==> config.mk <==
export PLATFORM = sky130hd
export DESIGN_NAME = peac_scrambler
export DESIGN_NICKNAME = d
export VERILOG_FILES = /design/src/rtl/peac_pkg.sv /design/src/rtl/peac_state.sv /design/src/rtl/peac_combine.sv /design/src/rtl/peac_marker.sv /design/src/rtl/peac_scrambler.sv
export SDC_FILE = /design/constraint.sdc
export NUM_CORES = 1
export LEC_CHECK = 0
export ABC_AREA = 1
export BUFFER_PORTS_ARGS = -buffer_cell sky130_fd_sc_hd__buf_4
export CORE_ASPECT_RATIO = 1.5
export CORE_MARGIN = 1.5
export CORE_UTILIZATION = 50
export DETAILED_ROUTE_END_ITERATION = 10
export PLACE_DENSITY = 0.79
export SYNTH_ARGS = -nofsm -noshare
export SYNTH_HDL_FRONTEND = slang
export SYNTH_SLANG_ARGS = --single-unit
export TNS_END_PERCENT = 20
==> constraint.sdc <==
create_clock -name clk -period 3 [get_ports clk]
set_input_delay 0 -clock clk [delete_from_list [all_inputs] [get_ports clk]]
set_output_delay 0 -clock clk [all_outputs]
set_load 0.02 [all_outputs]
==> src/rtl/peac_pkg.sv <==
package peac_pkg;
  typedef enum logic {
    MODE_SCR = 1'b0,
    MODE_DES = 1'b1
  } peac_mode_e;

  localparam int unsigned MARK_W = 2;
endpackage

==> src/rtl/peac_state.sv <==
module peac_state #(
  parameter int unsigned W = 16,
  parameter logic [W-1:0] SEED_X = 16'h1234,
  parameter logic [W-1:0] SEED_Y = 16'hABCD
) (
  input  logic         clk,
  input  logic         rst_n,
  input  logic         adv,
  output logic [W-1:0] x,
  output logic [W-1:0] y,
  output logic         c
);
  logic [W:0]   sum;
  logic [W-1:0] x_d, y_d;
  logic         c_d;

  always_comb begin
    sum = {1'b0, x} + {1'b0, y} + {{W{1'b0}}, c};
    x_d = x;
    y_d = y;
    c_d = c;
    if (adv) begin
      x_d = y;
      y_d = sum[W-1:0];
      c_d = sum[W];
    end
  end

  always_ff @(posedge clk or negedge rst_n) begin
    if (!rst_n) begin
      x <= SEED_X;
      y <= SEED_Y;
      c <= 1'b0;
    end else begin
      x <= x_d;
      y <= y_d;
      c <= c_d;
    end
  end

  // a held word leaves the state untouched
  a_r3_state_hold: assert property (@(posedge clk) disable iff (!rst_n)
    !adv |=> ($stable(x) && $stable(y) && $stable(c)));

  // the old Y moves into X on each step
  a_r2_x_takes_y: assert property (@(posedge clk) disable iff (!rst_n)
    adv |=> (x == $past(y)));

  // the all-zero state is never entered
  a_r9_no_lockup: assert property (@(posedge clk) disable iff (!rst_n)
    adv |=> ((|x) || (|y) || c));
endmodule

==> src/rtl/peac_combine.sv <==
module peac_combine
  import peac_pkg::*;
#(
  parameter int unsigned W = 16
) (
  input  peac_mode_e   mode,
  input  logic [W-1:0] din,
  input  logic [W-1:0] key,
  input  logic         cin,
  output logic [W-1:0] dout
);
  logic [W-1:0] cin_w;

  always_comb begin
    cin_w = {{(W-1){1'b0}}, cin};
    if (mode == MODE_DES) dout = din - key - cin_w;
    else                  dout = din + key + cin_w;
  end
endmodule

==> src/rtl/peac_marker.sv <==
module peac_marker
  import peac_pkg::*;
#(
  parameter int unsigned W = 16
) (
  input  peac_mode_e          mode,
  input  logic [W-1:0]        plain,
  input  logic                ctrl_in,
  input  logic [MARK_W-1:0]   mark_in,
  input  logic                x_msb,
  input  logic                y_lsb,
  input  logic                c,
  output logic [MARK_W-1:0]   mark_out,
  output logic                ctrl_out,
  output logic                mismatch
);
  logic k_ctl, k_chk;

  always_comb begin
    k_ctl = (^plain) ^ x_msb;
    k_chk = y_lsb ^ c;
    if (mode == MODE_DES) begin
      ctrl_out = mark_in[0] ^ k_ctl;
      mark_out = mark_in;
      mismatch = (mark_in[1] ^ k_chk) != ctrl_out;
    end else begin
      ctrl_out = ctrl_in;
      mark_out = {ctrl_in ^ k_chk, ctrl_in ^ k_ctl};
      mismatch = 1'b0;
    end
  end
endmodule

==> src/rtl/peac_scrambler.sv <==
module peac_scrambler
  import peac_pkg::*;
#(
  parameter int unsigned W = 16,
  parameter logic [W-1:0] SEED_X = 16'h1234,
  parameter logic [W-1:0] SEED_Y = 16'hABCD
) (
  input  logic         clk,
  input  logic         rst_n,
  input  logic         en,
  input  logic         descramble,
  input  logic [W-1:0] din,
  input  logic         din_ctrl,
  input  logic [1:0]   din_mark,
  output logic [W-1:0] dout,
  output logic [1:0]   dout_mark,
  output logic         dout_ctrl,
  output logic         dout_valid,
  output logic         err
);
  peac_mode_e  mode;
  logic [W-1:0] x, y, comb_out, plain;
  logic         c;
  logic [MARK_W-1:0] mark_c;
  logic         ctrl_c, mism_c;

  logic [W-1:0] dout_d;
  logic [1:0]   mark_d;
  logic         ctrl_d, valid_d, err_d;

  assign mode = peac_mode_e'(descramble);

  peac_state #(.W(W), .SEED_X(SEED_X), .SEED_Y(SEED_Y)) u_state (
    .clk(clk), .rst_n(rst_n), .adv(en), .x(x), .y(y), .c(c)
  );

  peac_combine #(.W(W)) u_comb (
    .mode(mode), .din(din), .key(x), .cin(c), .dout(comb_out)
  );

  assign plain = (mode == MODE_DES) ? comb_out : din;

  peac_marker #(.W(W)) u_mark (
    .mode(mode), .plain(plain), .ctrl_in(din_ctrl), .mark_in(din_mark),
    .x_msb(x[W-1]), .y_lsb(y[0]), .c(c),
    .mark_out(mark_c), .ctrl_out(ctrl_c), .mismatch(mism_c)
  );

  always_comb begin
    dout_d  = dout;
    mark_d  = dout_mark;
    ctrl_d  = dout_ctrl;
    valid_d = en;
    err_d   = 1'b0;
    if (en) begin
      dout_d = comb_out;
      mark_d = mark_c;
      ctrl_d = ctrl_c;
      err_d  = mism_c;
    end
  end

  always_ff @(posedge clk or negedge rst_n) begin
    if (!rst_n) begin
      dout       <= '0;
      dout_mark  <= '0;
      dout_ctrl  <= 1'b0;
      dout_valid <= 1'b0;
      err        <= 1'b0;
    end else begin
      dout       <= dout_d;
      dout_mark  <= mark_d;
      dout_ctrl  <= ctrl_d;
      dout_valid <= valid_d;
      err        <= err_d;
    end
  end

  // error pulses only for an accepted descramble word
  a_r8_err_needs_des: assert property (@(posedge clk) disable iff (!rst_n)
    !(en && descramble) |=> !err);

  // idle cycle gives no valid and keeps the data word
  a_r3_idle_hold: assert property (@(posedge clk) disable iff (!rst_n)
    !en |=> (!dout_valid && $stable(dout) && $stable(dout_mark)));

  // scramble mode forwards the control flag
  a_r7_ctrl_fwd: assert property (@(posedge clk) disable iff (!rst_n)
    (en && !descramble) |=> (dout_ctrl == $past(din_ctrl)));

  // accepted word is flagged valid next cycle
  a_r4_valid: assert property (@(posedge clk) disable iff (!rst_n)
    en |=> dout_valid);
endmodule

==> qor.txt, run 1 <==
number of CTS-inserted buffers -> 5
CP max-delay cell -> fa_2
Final Hold Viols -> 0
cell mode on critical path -> nand2_1
slew margin rel. -> 36.0%
Final Util -> 63.8%
synth top area cells -> nand2_1 19%, dfrtp_1 18%, ha_1 13%
commonest non-fill, non-tap cell in the layout -> nand2_1
Layout Nets -> 1,030
Async S/R FF share, synth -> 100%
P_int -> 4.13 mW
core area -> 10,600 um^2
worst endpoint required time -> 3200 ps
DP Worst Slack -> -444 ps
Critical path buffers and inverters -> 5
Pre-antenna DRT Iters -> 6
Max FO, Critical Path -> 5
initial DRC count -> 350
area grow syn2layout -> 23.9%
Worst Setup End Kind -> register
CP delay by family, top -> simple AND/OR/NAND/NOR gates
met2 WL -> 7920 um
EDFF count, synth -> 0
P per Cell Area -> 1220 nW/um^2
Synth Cell Area -> 5480 um^2
RSZ-0062 raised after global routing -> yes
critical path launch point type -> register
Synth area leader -> nand2_1
Max-cap violations -> 0
initial antenna violation count -> 0
sw frac -> 50.2%
share of layout cells above drive strength 1 -> 23.8%
total track usage -> 27.1%
first-pass GRT wire length -> 24,600 um
max-slew violations -> 0
dpl hpwl -> 11,700 um
setup TNS -> -1910 ps
Final min period -> 3490 ps
via-per-instance ratio -> 5.27
Antenna diodes -> 0
CTS sink cnt -> 54
Post-DRT Antenna Nets -> 0
clock share of power -> 7.8%
fin worst setup slack -> -490 ps
IR drop worst, VDD -> 0.496 mV
logic gate share of total power -> 75.3%
final setup violation count -> 4
Die H -> 131 um
Avg WL per Cell -> 14.1 um
H-tree depth -> 2
met3 wire length -> 643 um
status -> finished, violations left
grt ovf -> 0
Distinct cells, synth -> 43
Final Power -> 8.29 mW
CTS tree -> done
total number of vias -> 5,736
most frequent cells in the layout -> 261 x nand2_1, 127 x inv_1, 122 x buf_4, 57 x nand3_1, 55 x ha_1
Die ar. -> 11,600 um^2
Fmax -> 287 MHz
chip width -> 88.5 um
Crit path largest cell delay -> 570 ps
failing checks -> setup timing
Rows -> 46
drt total wl -> 15,400 um
Sw Pwr -> 4.16 mW
fin crit share -> 116%
io pins -> 44
Worst-path clk slew -> 80 ps
Synthesis Warnings -> 0
top layer used by detailed routing -> met4
syn_area_per_cell -> 6.60 um^2
Post-Synthesis Cells -> 831
Seq pwr share -> 16.9%
Worst Hold Class -> primary input to register
Clk Latency, worst-skew pair -> 300 ps
clock skew -> 6.59 ps
number of global-route vias before repair -> 5,512
number of synthesized register bits -> 54
WP data arrival -> 3690 ps
Primary FF master, synth -> dfrtp_1
leakage -> 3.86 nW
Seq/Total Area, Yosys -> 25.0%
met1 wire length -> 6260 um
I/O Buffers -> 43
Root Buffer -> clkbuf_16
Yosys top cell area share -> 18.8%
DRC errors left -> 0
CTS max path bufs -> 2
Net Count, Synth -> 917
Starting Density -> 51.5%
WS Path Type -> register to register
pin count of the biggest net entering global routing -> 68
slew at the pin with the worst max-slew slack -> 959 ps
GP Congestion -> 0.987
==> cells by family (layout without fill, tap and decap cells) <==
kind of cell    after synthesis  count (layout)  synth area share [%]
compound gates              117             117                  11.9
xor+xnor                     19              19                  3.04
fa+ha+maj                    63              63                  15.2
buf+inv                     156             270                  10.9
flops                        54              54                  25.0
simple gates                422             422                  34.0
==> area by class of cell <==
class,instances,area (um^2)
flip-flops and latches,54,1370
clock inverters,2,10.0
multi-input cells,621,3630
inverters,138,520
fillers,949,3850
repair buffers,124,937
well taps,144,180
clock buffers,6,150
==> final timing paths <==
kind                         startpoint      endpoint  slack, ps  cells past startpoint
setup / recovery              u_state.c  dout_mark[0]       -490                     30
hold / removal                       en    dout_valid         60                      1
setup reg to reg              u_state.c  dout_mark[0]       -490                     30
hold reg to reg            u_state.y[9]  u_state.x[9]        480                      2
max in group asynchronous         rst_n  dout_mark[1]       2240                      2
min in group asynchronous         rst_n       dout[3]        280                      2
==> worst reg2reg max path, delay by kind of cell (launching register included) <==
kind | cells | cell delay (ps)
simple gates | 21 | 1530
fa+ha+maj | 3 | 1080
flops | 1 | 400
buf+inv | 5 | 290
compound gates | 1 | 90
==> Yosys cell counts (2+ instances only) <==
master    count
nand2_1     274
inv_1       131
xnor2_1       5
a21oi_1      40
o21bai_1      2
buf_2         3
dfstp_2      15
nand3_1      63
o221ai_1      2
buf_1         4
ha_1         57
nand3_2       9
fa_1          6
nor2_1       30
dfrtp_1      39
xor2_1       14
nand2_2      20
nand4_1       3
and2_1        2
a22oi_1       2
nand2_4       4
o21ai_2       2
nor3_1        6
or2_2         4
nand3b_1      3
clkbuf_1     10
a211oi_1      3
o31ai_1       4
o21ai_0      49
o21ai_1       2
inv_2         6
a31oi_1       6
==> through the flow <==
step	instance area (um^2)	hold slack, ps	instances
2_1_floorplan	5480	-296	831
6_report	6790	55.4	1089
3_5_place_dp	6400	94.7	1066
5_1_grt	6790	66.9	1089
4_1_cts	6680	50.7	1086
3_3_place_gp	6400	95.5	1066
==> state kept, by name, indices dropped and copies added, names as in the netlist <==
name	count
dout	16
u_state.x	16
u_state.y	16
dout_mark	2
dout_ctrl	1
dout_valid	1
err	1
u_state.c	1
==> power groups by stage <==
stage                     combinational [mW]  clock [mW]  sequential, mW
final                                   6.24       0.649            1.40
after global routing                    6.93       0.677            1.44
after CTS                               5.95       0.654            1.39
after detailed placement                5.73           0            1.40
after global placement                  5.59           0            1.39
after floorplan                         3.72           0            1.52
==> layer usage <==
layer  vias to the layer above  GRT usage, %
met5                         -             0
met4                         0          10.4
met3                        47          2.89
met2                       160          48.2
met1                      2665          32.4
li1                       2864             -
==> what timing repair did <==
action	4_1_cts	5_1_grt
buffers inserted	11	3
endpoints found under the setup margin	4	11
resized for setup	11	28
pin swaps	20	17
endpoints found under the hold margin	39	0
hold buffers	1	0
Note: power is estimated with default switching activity, not from simulation.
==> inputs of run 2 (changes only) <==
CORE_MARGIN = 2   (was 1.5)
TNS_END_PERCENT = unset   (was 20)
==> run 2 against run 1 <==
Compared with the run above:
- the run still ends with setup timing left
- maximum frequency rose by 2.2%
- core utilization decreased by 0.79 points
- first-iteration DRC count fell by 17%
- non-clock buffer count decreased by 20
- critical path depth unchanged
- register-to-register slack improved by 80 ps
- combinational power is 3.4% lower
- hold slack better by 1.0 ps
- sequential share of layout area up 0.25 points
- critical endpoint is now dout_ctrl
- highest routed layer unchanged
==> qor.txt, run 2 (synthesis results as in run 1) <==
status -> finished, violations left
failing checks -> setup timing
Levels on crit path -> 30 (unchanged)
H-tree depth -> 2 (unchanged)
CP max-delay cell -> fa_1
fin worst setup slack -> -414 ps (+75.8 ps)
Worst Hold Class -> primary input to register
drt total wl -> 14,400 um (-6.3%)
max-slew violations -> 0 (unchanged)
reg-to-reg critical path endpoint -> dout_ctrl
Crit path largest cell delay -> 540 ps (-30 ps)
number of CTS-inserted buffers -> 5 (unchanged)
chip width -> 89.5 um (+1.1%)
critical path launch point -> u_state.c
most frequent cells in the layout -> 259 x nand2_1, 128 x inv_1, 103 x buf_4, 56 x ha_1, 54 x nand3_1
Die H -> 132 um (+0.76%)
Reg-to-Reg Start -> u_state.c
clock skew -> 6.55 ps (-0.0374 ps)
Avg WL per Cell -> 13.5 um (-4.6%)
CP delay by family, top -> simple AND/OR/NAND/NOR gates
fin crit share -> 114% (-2.5 points)
Final Power -> 8.09 mW (-2.3%)
number of global-route vias before repair -> 5,235 (-5.0%)
Die ar. -> 11,800 um^2 (+1.9%)
Worst-path clk slew -> 70 ps (about the same)
Pre-antenna DRT Iters -> 5 (-1)
Post-DRT Antenna Nets -> 0 (unchanged)
worst setup path end -> dout_ctrl
CTS sink cnt -> 54 (unchanged)
pin count of the biggest net entering global routing -> 55 (-19%)
first-pass GRT wire length -> 23,900 um (-2.8%)
Critical path buffers and inverters -> 4 (-1)
total number of vias -> 5,478 (-4.5%)
slack of the worst reg-to-reg path -> -410 ps (+80 ps)
share of layout cells above drive strength 1 -> 22.4% (-1.4 points)
Fmax -> 293 MHz (+2.2%)
IR drop worst, VDD -> 0.602 mV (+21%)
worst endpoint required time -> 3200 ps (about the same)
dpl hpwl -> 11,300 um (-3.6%)
critical path launch point type -> register
RSZ-0062 raised after global routing -> yes
area grow syn2layout -> 22.4%
commonest non-fill, non-tap cell in the layout -> nand2_1
WP data arrival -> 3610 ps (-80 ps)
DP Worst Slack -> -374 ps (+70.1 ps)
Final min period -> 3410 ps (-75.8 ps)
Antenna diodes -> 0 (unchanged)
Largest regs -> dout x16, u_state.x x16, u_state.y x16
Final Util -> 63.0% (-0.79 points)
GP Congestion -> 0.935 (-5.3%)
Root Buffer -> clkbuf_16
I/O Buffers -> 43 (unchanged)
slew at the pin with the worst max-slew slack -> 714 ps (-245 ps)
final setup violation count -> 3 (-1)
Worst Setup End Kind -> register
core area -> 10,600 um^2 (unchanged)
total track usage -> 25.4% (-1.7 points)
initial DRC count -> 291 (-17%)
P per Cell Area -> 1210 nW/um^2 (-1.1%)
slew margin rel. -> 52.4% (+16 points)
Layout Nets -> 1,010 (-1.9%)
leakage -> 3.79 nW (-1.9%)
CTS tree -> done
CTS max path bufs -> 2 (unchanged)
Max-cap violations -> 0 (unchanged)
cell mode on critical path -> nand2_4
io pins -> 44 (unchanged)
WS Path Type -> register to register
Starting Density -> 51.5% (unchanged)
grt ovf -> 0 (unchanged)
initial antenna violation count -> 0 (unchanged)
Final Hold Viols -> 0 (unchanged)
Clk Latency, worst-skew pair -> 300 ps (about the same)
R2R depth -> 30 (unchanged)
setup TNS -> -1210 ps (+706 ps)
Max FO, Critical Path -> 5 (unchanged)
DRC errors left -> 0 (unchanged)
via-per-instance ratio -> 5.12 (-2.7%)
Rows -> 46 (unchanged)
[run 2: cell count changes in the layout (fill, tap and decap cells not counted), sizes merged]
cell / before / now
buf: 123 / 103
bufinv: 0 / 1
clkinv: 2 / 0
clkinvlp: 0 / 1
[run 2: worst register-to-register path: cells and delay by family (launching register included)]
family / cells / cell delay [ps]
buf+inv: 4 / 220
flops: 1 / 400
simple gates: 23 / 1610
fa+ha+maj: 3 / 1050
[run 2: cell type report]
type                            count  area [um^2]
Clock buffer                        6          129
Timing Repair Buffer              104          783
Multi-Input combinational cell    621         3690
Inverter                          138          520
Tap cell                          144          180
Clock inverter                      2         37.5
Fill cell                         978         3940
Sequential cell                    54         1370
[run 2: metrics by stage]
stage | std cells | hold WS, ps | cell area (um^2)
6_report | 1069 | 56.4 | 6710
4_1_cts | 1069 | 53.5 | 6610
3_3_place_gp | 1058 | 93.1 | 6360
5_1_grt | 1069 | 72.2 | 6710
3_5_place_dp | 1058 | 97.9 | 6360
2_1_floorplan | 831 | -296 | 5500
[run 2: power by group]
group	leakage [nW]	internal, mW	switching, mW
Clock	0.0771	0.395	0.275
Sequential	0.629	1.13	0.260
Combinational	3.08	2.46	3.57
[run 2: worst min-delay path by stage]
stage	start	endpoint	slack, ps	depth (start not counted)
2_1_floorplan	rst_n	dout[0]	-300	0
3_3_place_gp	rst_n	u_state.y[1]	90	1
3_5_place_dp	rst_n	dout[1]	100	1
4_1_cts	din_ctrl	dout_ctrl	50	5
6_report	din_ctrl	dout_ctrl	60	5
5_1_grt	en	dout_valid	70	1
[run 2: metal layers]
metal  track usage (%)  up-vias  wire length, um
li1                  -     2825                -
met1              33.2     2524             6240
met2              43.5      104             7380
met3              2.44       25              445
met4              7.55        0              319
met5                 0        -                0
[run 2: repair_timing]
action | CTS | global route
setup buffers | 2 | 0
setup endpoints to repair | 3 | 8
hold buffers | 1 | 0
endpoints found under the hold margin | 39 | 0
pin swaps | 5 | 9
resized for setup | 12 | 28
==> inputs of run 3 (changes only) <==
CELL_PAD_IN_SITES_DETAIL_PLACEMENT = 0   (was unset)
CELL_PAD_IN_SITES_GLOBAL_PLACEMENT = 2   (was unset)
CORE_UTILIZATION = 31   (was 50)
PLACE_DENSITY = 0.86   (was 0.79)
==> run 3 against run 2 <==
Compared with the run above:
- the run still ends with setup timing left
- hold slack improved by 15 ps
- register-to-register slack got worse by 70 ps
- non-clock buffer count rose by 17
- clock power fell by 11%
- highest routed layer unchanged
- clock-buffer cell count fell by 1
- total power rose by 1.5%
- core utilization fell by 23 points
- critical endpoint unchanged
- sequential share of layout area fell by 0.62 points
- critical path depth fell by 6
- die area rose by 59%
==> qor.txt, run 3 (synthesis results as in run 1) <==
post-route non-filler standard cell count -> 1,155 (+8.0%)
total number of vias -> 5,337 (-2.6%)
Max FO, Critical Path -> 3 (-2)
most frequent cells in the layout -> 252 x nand2_1, 128 x inv_1, 120 x buf_4, 56 x ha_1, 53 x nand3_1
chip width -> 113 um (+26%)
grt ovf -> 0 (unchanged)
via-per-instance ratio -> 4.62 (-9.8%)
HP Start -> en
status -> finished, violations left
CTS sink cnt -> 54 (unchanged)
CTS max path bufs -> 2 (unchanged)
Reg-to-Reg Start -> u_state.c
area occupied by multi-input gates -> 3700 um^2 (+0.37%)
final instance area -> 6920 um^2 (+3.2%)
Max-cap violations -> 0 (unchanged)
H-tree depth -> 2 (unchanged)
leakage -> 3.86 nW (+1.9%)
Largest regs -> dout x16, u_state.x x16, u_state.y x16
initial antenna violation count -> 0 (unchanged)
Rows -> 59 (+28%)
setup TNS -> -1390 ps (-184 ps)
Clk Latency, worst-skew pair -> 300 ps (about the same)
number of CTS-inserted buffers -> 5 (unchanged)
Post-DRT Antenna Nets -> 0 (unchanged)
commonest non-fill, non-tap cell in the layout -> nand2_1
io pins -> 44 (unchanged)
IR drop worst, VDD -> 0.487 mV (-19%)
Final Hold Viols -> 0 (unchanged)
Fmax -> 287 MHz (-1.9%)
Antenna diodes -> 0 (unchanged)
total track usage -> 16.9% (-8.5 points)
Final min period -> 3480 ps (+66.3 ps)
failing checks -> setup timing
dpl hpwl -> 12,900 um (+14%)
Final Power -> 8.22 mW (+1.5%)
R2R depth -> 24 (-20%)
GP Congestion -> 0.855 (-8.6%)
fin worst setup slack -> -480 ps (-66.3 ps)
first-pass GRT wire length -> 25,600 um (+7.0%)
slack of the worst reg-to-reg path -> -480 ps (-70 ps)
CTS tree -> done
Hold Worst Slack -> 71.0 ps (+14.5 ps)
I/O Buffers -> 43 (unchanged)
dpl cell area -> 6560 um^2 (+3.1%)
DRC errors left -> 0 (unchanged)
drt total wl -> 15,800 um (+9.9%)
slew at the pin with the worst max-slew slack -> 856 ps (+142 ps)
fillers -> 1,854 (+90%)
fin crit share -> 116% (+2.2 points)
Worst Hold Depth -> 1 (-4)
Die H -> 167 um (+26%)
core area -> 17,300 um^2 (+63%)
placed insts -> 1,142 (+7.9%)
area grow syn2layout -> 26.3%
Pre-antenna DRT Iters -> 4 (-1)
Worst-path clk slew -> 70 ps (about the same)
pin count of the biggest net entering global routing -> 55 (unchanged)
share of layout cells above drive strength 1 -> 24.6% (+2.3 points)
critical path launch point type -> register
RSZ-0062 raised after global routing -> yes
final setup violation count -> 3 (unchanged)
slew margin rel. -> 42.8% (-9.6 points)
initial DRC count -> 221 (-24%)
number of global-route vias before repair -> 5,249 (+0.27%)
reg-to-reg critical path endpoint -> dout_ctrl
Worst Hold Class -> primary input to register
Starting Density -> 31.6% (-20 points)
Root Buffer -> clkbuf_16
max-slew violations -> 0 (unchanged)
worst-case hold path end point -> dout_valid
WS Path Type -> register to register
Worst Setup End Kind -> register
Die ar. -> 18,800 um^2 (+59%)
clock skew -> 8.38 ps (+1.82 ps)
P per Cell Area -> 1190 nW/um^2 (-1.6%)
worst endpoint required time -> 3190 ps (about the same)
WP data arrival -> 3670 ps (+60 ps)
Avg WL per Cell -> 13.7 um (+1.7%)
Layout Nets -> 1,027 (+1.7%)
Reg area -> 1370 um^2 (unchanged)
[run 3: changes by cell type in the layout (fill, tap and decap cells not counted), sizes merged]
| cell | delta |
|---|---|
| clkinv | +1 |
| buf | +17 |
| inv | +1 |
| clkbuf | -1 |
| bufinv | -1 |
[run 3: how the worst max path moves through the flow]
stage	from	to	slack, ps	depth (start not counted)
floorplan	u_state.c	dout_ctrl	-150	24
global placement	u_state.c	dout_ctrl	-350	30
detailed placement	u_state.c	dout_ctrl	-420	30
CTS	u_state.c	dout_ctrl	-380	30
global route	u_state.c	dout_ctrl	-710	30
finish	u_state.c	dout_ctrl	-480	24
[run 3: routing by layer]
metal / vias up / GRT usage [%] / part of all wire [%]
met3: 11 / 0.983 / 1.5
li1: 2847 / - / -
met1: 2430 / 21.9 / 47
met5: - / 0 / 0
met4: 0 / 3.92 / 1.2
met2: 49 / 30.7 / 50
[run 3: where the power goes]
part	switching [mW]	internal [mW]
logic	3.63	2.60
clock network	0.283	0.314
registers	0.252	1.13
[run 3: critical path: stages, from the launching register on]
cell and delay, ps:
dfrtp_1 400, fa_1 580, inv_1 50, ha_2 160, inv_2 60, nand2_4 50
fa_2 420, or2_1 260, o21ai_2 70, xor2_1 200, nand3_1 130, nand2_1 100
nand2_2 60, nand2_1 80, nand2_2 70, nand2_2 70, nand2_2 50, nand2_4 110
nand3_4 100, nand2_4 90, nand2_4 60, nand2_2 50, nand2_1 40, nand2_1 60
nand2_1 50
[run 3: what timing repair did]
| item | 4_1_cts | 5_1_grt |
|---|---|---|
| gates resized for setup | 12 | 34 |
| hold endpoints to repair | 39 | 0 |
| setup endpoints to repair | 4 | 8 |
| pin swaps | 3 | 20 |
| hold buffers | 1 | 0 |
| buffers inserted | 3 | 1 |
[run 3: layout make-up]
cell class / instances / share of cell area, %
Clock buffer: 5 / 1.81
Inverter: 138 / 7.52
Timing Repair Buffer: 121 / 13.2
Sequential cell: 54 / 19.8
Multi-Input combinational cell: 621 / 53.5
Tap cell: 213 / 3.85
Clock inverter: 3 / 0.362
[run 3: metrics by stage]
| step | utilization, % | setup slack [ps] |
|---|---|---|
| floorplan | - | -148 |
| global placement | 37.8 | -348 |
| detailed placement | 37.8 | -416 |
| CTS | 39.1 | -383 |
| global route | 39.9 | -709 |
| finish | 39.9 | -480 |
